## src/rtl/merge_wbuf.sv

```systemverilog
module merge_wbuf #(
  parameter int DEPTH = 4,
  parameter int AW    = 32,
  parameter int WORDS = 4
) (
  input  logic                        clk,
  input  logic                        rst_n,
  input  logic                        st_valid,
  input  logic [AW-3:0]               st_waddr,
  input  logic [31:0]                 st_data,
  input  logic [3:0]                  st_be,
  output logic                        st_ready,
  input  logic                        vic_valid,
  input  logic [AW-3-$clog2(WORDS):0] vic_baddr,
  input  logic [32*WORDS-1:0]         vic_data,
  output logic                        vic_ready,
  input  logic                        rd_valid,
  input  logic [AW-3:0]               rd_waddr,
  input  logic [3:0]                  rd_be,
  output logic                        rd_fwd,
  output logic [31:0]                 rd_data,
  output logic                        rd_wait,
  output logic                        rd_mem_ok,
  output logic                        mem_valid,
  output logic [AW-3-$clog2(WORDS):0] mem_baddr,
  output logic [32*WORDS-1:0]         mem_data,
  output logic [4*WORDS-1:0]          mem_mask,
  input  logic                        mem_ready
);
  localparam int DW   = 32;
  localparam int BW   = DW / 8;
  localparam int LW   = DW * WORDS;
  localparam int MW   = BW * WORDS;
  localparam int WSEL = $clog2(WORDS);
  localparam int WAW  = AW - 2;
  localparam int TW   = WAW - WSEL;
  localparam int PW   = $clog2(DEPTH);
  localparam int CW   = PW + 1;

  logic [DEPTH-1:0] vld_q;
  logic [TW-1:0]    tag_q [DEPTH];
  logic [LW-1:0]    dat_q [DEPTH];
  logic [MW-1:0]    msk_q [DEPTH];
  logic [PW-1:0]    head_q;
  logic [CW-1:0]    cnt_q;

  logic [DEPTH-1:0] st_hitv, vic_hitv, rd_hitv;
  logic [PW-1:0]    st_idx, vic_idx, rd_idx;
  logic             pop, space, st_hit, vic_hit, rd_hit;
  logic             wr_go, wr_hit;
  logic [PW-1:0]    wr_idx, tail;
  logic [TW-1:0]    wr_tag;
  logic [LW-1:0]    wr_line, wr_bits;
  logic [MW-1:0]    wr_mask, st_mask;
  logic [WSEL-1:0]  st_w, rd_w;
  logic [BW-1:0]    rd_have;

  assign mem_valid = cnt_q != '0;
  assign mem_baddr = tag_q[head_q];
  assign mem_data  = dat_q[head_q];
  assign mem_mask  = msk_q[head_q];
  assign pop       = mem_valid && mem_ready;
  assign space     = (cnt_q != CW'(DEPTH)) || pop;
  assign tail      = head_q + cnt_q[PW-1:0];

  always_comb begin
    st_hitv  = '0;
    vic_hitv = '0;
    rd_hitv  = '0;
    for (int i = 0; i < DEPTH; i++) begin
      st_hitv[i]  = vld_q[i] && tag_q[i] == st_waddr[WAW-1:WSEL] && !(pop && PW'(i) == head_q);
      vic_hitv[i] = vld_q[i] && tag_q[i] == vic_baddr && !(pop && PW'(i) == head_q);
      rd_hitv[i]  = vld_q[i] && tag_q[i] == rd_waddr[WAW-1:WSEL];
    end
  end

  always_comb begin
    st_idx  = '0;
    vic_idx = '0;
    rd_idx  = '0;
    for (int i = 0; i < DEPTH; i++) begin
      if (st_hitv[i])  st_idx  = PW'(i);
      if (vic_hitv[i]) vic_idx = PW'(i);
      if (rd_hitv[i])  rd_idx  = PW'(i);
    end
  end

  assign st_hit  = |st_hitv;
  assign vic_hit = |vic_hitv;
  assign st_w    = st_waddr[WSEL-1:0];
  assign st_mask = MW'(st_be) << (st_w * BW);

  assign vic_ready = vic_hit || space;
  assign st_ready  = !vic_valid && (st_hit || space);

  assign wr_go   = vic_valid ? vic_ready : (st_valid && st_ready);
  assign wr_hit  = vic_valid ? vic_hit   : st_hit;
  assign wr_idx  = vic_valid ? vic_idx   : st_idx;
  assign wr_tag  = vic_valid ? vic_baddr : st_waddr[WAW-1:WSEL];
  assign wr_line = vic_valid ? vic_data  : {WORDS{st_data}};
  assign wr_mask = vic_valid ? {MW{1'b1}} : st_mask;

  always_comb begin
    for (int b = 0; b < MW; b++) wr_bits[b*8 +: 8] = {8{wr_mask[b]}};
  end

  always_ff @(posedge clk) begin
    if (!rst_n) begin
      vld_q  <= '0;
      head_q <= '0;
      cnt_q  <= '0;
    end else begin
      if (pop) begin
        vld_q[head_q] <= 1'b0;
        head_q        <= head_q + PW'(1);
      end
      if (wr_go) begin
        if (wr_hit) begin
          dat_q[wr_idx] <= (dat_q[wr_idx] & ~wr_bits) | (wr_line & wr_bits);
          msk_q[wr_idx] <= msk_q[wr_idx] | wr_mask;
        end else begin
          vld_q[tail] <= 1'b1;
          tag_q[tail] <= wr_tag;
          dat_q[tail] <= wr_line & wr_bits;
          msk_q[tail] <= wr_mask;
        end
      end
      cnt_q <= cnt_q + CW'(wr_go && !wr_hit) - CW'(pop);
    end
  end

  assign rd_w      = rd_waddr[WSEL-1:0];
  assign rd_hit    = rd_valid && |rd_hitv;
  assign rd_have   = msk_q[rd_idx][rd_w*BW +: BW];
  assign rd_data   = dat_q[rd_idx][rd_w*DW +: DW];
  assign rd_fwd    = rd_hit && ((rd_have & rd_be) == rd_be);
  assign rd_wait   = rd_hit && !rd_fwd;
  assign rd_mem_ok = rd_valid && !rd_hit;
endmodule

```

## config.mk

```make
export PLATFORM = sky130hd
export DESIGN_NAME = merge_wbuf
export DESIGN_NICKNAME = d
export VERILOG_FILES = /design/src/rtl/merge_wbuf.sv
export SDC_FILE = /design/constraint.sdc
export NUM_CORES = 2
export LEC_CHECK = 0
export BUFFER_PORTS_ARGS = -buffer_cell sky130_fd_sc_hd__buf_2
export CORE_UTILIZATION = 45
export DETAILED_ROUTE_END_ITERATION = 16
export GPL_TIMING_DRIVEN = 0
export PLACE_DENSITY = 0.7
export SYNTH_ARGS = -nofsm -noshare
export SYNTH_HDL_FRONTEND = slang
export SYNTH_SLANG_ARGS = --single-unit
```

## constraint.sdc

```tcl
create_clock -name clk -period 13 [get_ports clk]
set_input_delay 2.6 -clock clk [delete_from_list [all_inputs] [get_ports clk]]
set_output_delay 2.6 -clock clk [all_outputs]
set_load 0.005 [all_outputs]
```

* Word-level counts from Yosys, hierarchy flattened
Memory sizes are Yosys's and may differ from the RTL's. A register that Yosys moved wholly into a read port is not among the register bits. Cells that the tools add are included.
Cells by class: $add $sub $neg 4, order comparisons 4, eq/ne operators 17, shifts and indexed selects 3, multiplexer cells 43, bitwise operators 9, reductions and logical operators 52
Operators with widths (count):
- $eq A28 B28 Y1 | 12
- $and A128 B128 Y128 | 2
- $mux W128 | 2
- $not A128 Y128 | 1
- $or A128 B128 Y128 | 1
- $reduce_or A128 Y1 | 1
- $shiftx A128 B8 Y32 | 1
- $logic_and A1 B1 Y1 | 34
- $mux W16 | 2
- $mux W2 | 15
- $mux W28 | 1
- $mux W1 | 17
- $mux W4 | 4
- $or A16 B16 Y16 | 1
- $reduce_or A16 Y1 | 1
- $shiftx A16 B5 Y4 | 1
- $shl A4 B4 Y16 | 1
- $reduce_or A4 Y1 | 3
- $and A4 B4 Y4 | 2
- $logic_not A1 Y1 | 8
- $lt A2 B3 Y1 const B | 2
- $demux W1 S2 | 2
- $eq A2 B2 Y1 const A | 2
- $eq A4 B4 Y1 | 1
- 12 further kinds | 15
Word-level totals: register bits 9, memory bits (writable) 688, input port bits 262, output and inout bits 210, logic and storage cells 138, memories 3
Memories:
- dat_q | words 4, width 128, rd ports 3, clocked after Yosys merged registers in 1, write ports 1, RTL line 42 | logic [LW-1:0] dat_q [DEPTH];
- tag_q | words 4, width 28, rd ports 5, clocked after Yosys merged registers in 1, write ports 1, RTL line 41 | logic [TW-1:0] tag_q [DEPTH];
- msk_q | words 4, width 16, rd ports 3, clocked after Yosys merged registers in 1, write ports 1, RTL line 43 | logic [MW-1:0] msk_q [DEPTH];

* Depth between registers and ports, before layout
word-level depth 15, mapped depth 16, depth with buffers taken out 16

* Worst setup path before layout
OpenSTA, ideal clock, no wires.
kind input port to flip-flop, start point in st_waddr[16], end point mem dat_q[0][0] (netlist bit), enable pin, arrival 10.780 ns, required time 12.351 ns, setup slack 1.571 ns, stages on the path 12, buffers on the path 4, path through clkbuf_1 xor2_1 nor4_1 nand3_1 nor3_1 o32ai_1 o21ai_1 buf_2 buf_2 buf_2 o21ai_0 nor2_1
Between the ends: cells in the longest elaborated chain, start to end 13
Ends and longest elaborated chain:
- from (decl) | RTL line 9 | input logic [AW-3:0] st_waddr,
- $eq A28 B28 Y1 | RTL line 71 | st_hitv[i] = vld_q[i] && tag_q[i] == st_waddr[WAW-1:WSEL] && !(pop && PW'(i) == head_q);
- $logic_and A1 B1 Y1 (2 in a row) | RTL line 71
- $reduce_or A4 Y1 | RTL line 88 | assign st_hit = |st_hitv;
- $logic_or A1 B1 Y1 | RTL line 94 | assign st_ready = !vic_valid && (st_hit || space);
- $logic_and A1 B1 Y1 | RTL line 94
- $logic_and A1 B1 Y1 | RTL line 96 | assign wr_go = vic_valid ? vic_ready : (st_valid && st_ready);
- $mux W1 | RTL line 96
- $mux W1 | RTL line 117 | if (wr_go) begin
- $mux W1 | RTL line 108 | if (!rst_n) begin
- $mux W1 (not written as such) | RTL line 124 | dat_q[tail] <= wr_line & wr_bits;
- $reduce_or A128 Y1 (no line)
- $mux W2 (no line) / $mux W1 (equally long branches)
- to (decl) | RTL line 42
Parallel ways exist; a longest one is shown, timed or not.

* Worst setup path after layout
start point in rd_waddr[9], end point out rd_data[6]
Between the ends: cells in the longest elaborated chain, start to end 7
Ends and longest elaborated chain:
- from (decl) | RTL line 18 | input logic [AW-3:0] rd_waddr,
- $eq A28 B28 Y1 | RTL line 73 | rd_hitv[i] = vld_q[i] && tag_q[i] == rd_waddr[WAW-1:WSEL];
- $logic_and A1 B1 Y1 | RTL line 73
- $mux W1 | RTL line 84 | if (rd_hitv[i]) rd_idx = PW'(i);
- $mux W2 | RTL line 84
- $mux W2 (*) | RTL line 84
- $mem_v2 Z4 W128 (*)
- $shiftx A128 B8 Y32 (*) | RTL line 135 | assign rd_data = dat_q[rd_idx][rd_w*DW +: DW];
- to (decl) | RTL line 21 | output logic [31:0] rd_data,
Every way passes the cells marked *; elsewhere a longest branch is shown, timed or not.

==> results.md <==
- Mean post-synth cell area: 13.0 um^2
- WP data arrival: 7.72 ns
- Post-CTS setup buffer count: 0
- Final wirelength: 197000 um
- Startpoint types: primary input
- H-tree level count: 3
- GRT overflow: 0
- Final setup violation count: 0
- Layout cell share with drive strength beyond 1: 28.3%
- Synth top area cells: edfxtp_1 (48%), mux4_2 (12%), mux2i_1 (8.3%), mux2_2 (6.2%), xnor2_1 (5.5%)
- EDFF count, synth: 688
- Critical path required time: 10.40 ns
- Fraction of registers with async set/reset: 0%
- Layout Skew: 0.0421 ns
- Die Area: 96200 um^2
- Global placement routability congestion: 1.06
- Hold_buf cts: 0
- Hold Worst Slack: 0.521 ns
- Yosys reg bits: 699
- Unique masters post-synth: 67
- Slew Viols, Final: 22
- Final ANT Viol Nets: 0
- HP Class: reg2reg
- Final net count: 4060
- Die height: 310 um
- Final Power: 7.43 mW
- RSZ-0062 raised after global routing: no
- DRT Pass-1 Iters: 8
- Core area: 93700 um^2
- Core Rows: 112
- Routed wire per std cell: 38.6 um
- DP HPWL: 149000 um
- Ys flop type: edfxtp_1
- Via count: 35800
- CTS tree: built
- Worst-Skew Late Latency: 0.70 ns
- Largest net degree at the start of global routing: 26
- Initial Utilization: 45.6%
- Clock Tree Root: clkbuf_16
- Max Clock Freq: 0.0969 GHz
- Clock slew at reported path FFs: 0.06 ns
- Fin. Hold Viols: 0
- Synth area leader: edfxtp_1
- Die W: 310 um
- CP endpoint kind: output pin
- Post_cts resized: 0
- Worst Tran Pin Value: 1.58 ns
- Layout Cells excl Fill: 5115
- Mapped Nets: 3552
- VDD IR max: 0.120 mV
- Yosys Warn Count: 0
- Max cap viols: 2
- Status: finished with violations
- Area fraction of the dominant cell type after synthesis: 48.3%
- Drc violations: 0
- Relative slew slack: -5.20%
- PD cells: 149 nW/um^2
- Crit path kind: in2out
- Cts bufs inserted: 79
- Vias in the first global route: 33600
- P&R area growth vs syn: 16.3%
- Number of port buffers: 391
- Final min period: 10.32 ns
- Pleak: 17.1 nW
- Worst-path fanout max: 10
- Tot GR Track Use: 40.2%
- Vias/cell: 7.00
- Num Clock Sinks: 699
- Failing checks: max-capacitance violations, max-slew violations
- Placed Instances: 4962
- First-pass GRT wire length: 264000 um
- Initial antenna violation count: 16
- Synthesized instance count: 3282
- Initial DRC Count: 6558
- Post-synthesis sequential area ratio: 48.9%
- Synth Cell Area: 42700 um^2
- Clk buf depth: 3
- Fin crit share: 79.4%
- Top Ports: 472
- Filler cells: 7921
## synthesized netlist by cell type, drive strengths merged (3+ instances only)
cell type	number
a211oi	4
a21boi	5
a21o	4
a21oi	188
a22oi	82
a31oi	23
and2	14
and3	8
buf	87
clkbuf	191
dfxtp	11
edfxtp	688
ha	7
inv	22
mux2	234
mux2i	353
mux4	237
nand2	85
nand2b	12
nand3	67
nand4	112
nor2	181
nor2b	34
nor3	32
nor4	49
o211ai	12
o21ai	120
o21bai	4
o221ai	3
o22ai	20
o311ai	3
o31ai	3
or2	6
or3	15
or4	4
xnor2	272
xor2	64
## report_power, final
| part | switching [mW] | total (mW) | internal [mW] |
|---|---|---|---|
| clock | 1.00 | 2.34 | 1.33 |
| sequential | 0.202 | 2.95 | 2.75 |
| combinational | 1.28 | 2.14 | 0.855 |
| total | 2.49 | 7.43 | 4.94 |
## cell type report
class                      instances  area, um^2  area share (%)
antenna                            7        17.5          0.0353
buffer                           278        1120            2.25
clock buffer                      90        2030            4.08
clock inverter                    55         617            1.24
inverter                          22        82.6           0.166
multi-input combinational       2283       20700            41.7
sequential                       699       20900            42.0
tap                             1254        1570            3.16
timing repair buffer             427        2670            5.37
## worst paths after layout
path	start	to	slack, ns	cells after the start
worst min register to register	head_q[1]	flip-flop	0.52	2
worst min-delay path	head_q[1]	flip-flop	0.52	2
worst max register to register	cnt_q[1]	dat_q[2][49]	5.85	14
worst max-delay path	rd_waddr[9]	rd_data[6]	2.68	12
## cell usage in the layout (no fill, tap or decap), drive strengths merged, types with 34 or more instances in the layout
master / n
buf: 512
mux4: 237
xor2: 64
o21ai: 120
nand2: 85
mux2: 234
mux2i: 353
edfxtp: 688
a22oi: 82
xnor2: 272
a21oi: 188
nor4: 49
nand3: 67
nor2: 181
nor2b: 34
clkbuf: 283
clkinv: 34
nand4: 112
## kinds of logic (layout without fill, tap and decap cells)
family | count (synthesis) | in the layout | share of synthesized area [%]
AND/OR/NAND/NOR | 627 | 627 | 7.45
AO/OA/AOI/OAI | 488 | 488 | 6.75
adder cells (fa/ha/maj) | 8 | 8 | 0.252
XOR/XNOR | 336 | 336 | 6.96
other | 0 | 7 | 0
buffers and inverters | 300 | 872 | 2.79
multiplexers | 824 | 824 | 26.9
flip-flops | 699 | 699 | 48.9
## per-stage QoR
step / instance area (um^2) / TNS, ns / util [%] / worst slack [ns]
2_1_floorplan: 42700 / 0 / - / 1.57
3_3_place_gp: 46300 / -3302.28 / 49.3 / -6.05
3_5_place_dp: 47000 / 0 / 50.1 / 2.87
4_1_cts: 49700 / 0 / 53.0 / 2.87
5_1_grt: 49700 / 0 / 53.0 / 2.77
6_report: 49700 / 0 / 53.0 / 2.68
## layer usage
layer  global-route usage, %  share of wire (%)  up-vias  routed length (um)
met5                       0              0.039        -                  76
met3                    15.5                 16      760               32300
met1                    51.4                 34    17500               67700
met2                    56.4                 41     3582               80600
met4                    27.0                8.3       12               16400
li1                        -                  -    13900                   -
## worst max-delay path, cell delays in order
cell,delay (ns)
clkbuf_1,0.18
xnor2_1,0.56
nand4_1,0.17
nor4_1,0.65
nand2_1,0.73
clkbuf_1,0.62
buf_1,0.61
mux2i_1,0.30
a21oi_1,0.15
mux4_2,0.61
mux2_2,0.35
buf_2,0.15
## sequential cells by signal, indices dropped and copies added, names as in the netlist, named ones only
signal and cells:
dat_q 512, tag_q 112, msk_q 64, vld_q 4, cnt_q 3, head_q 2
No activity file was read; power rests on OpenSTA's default activity.
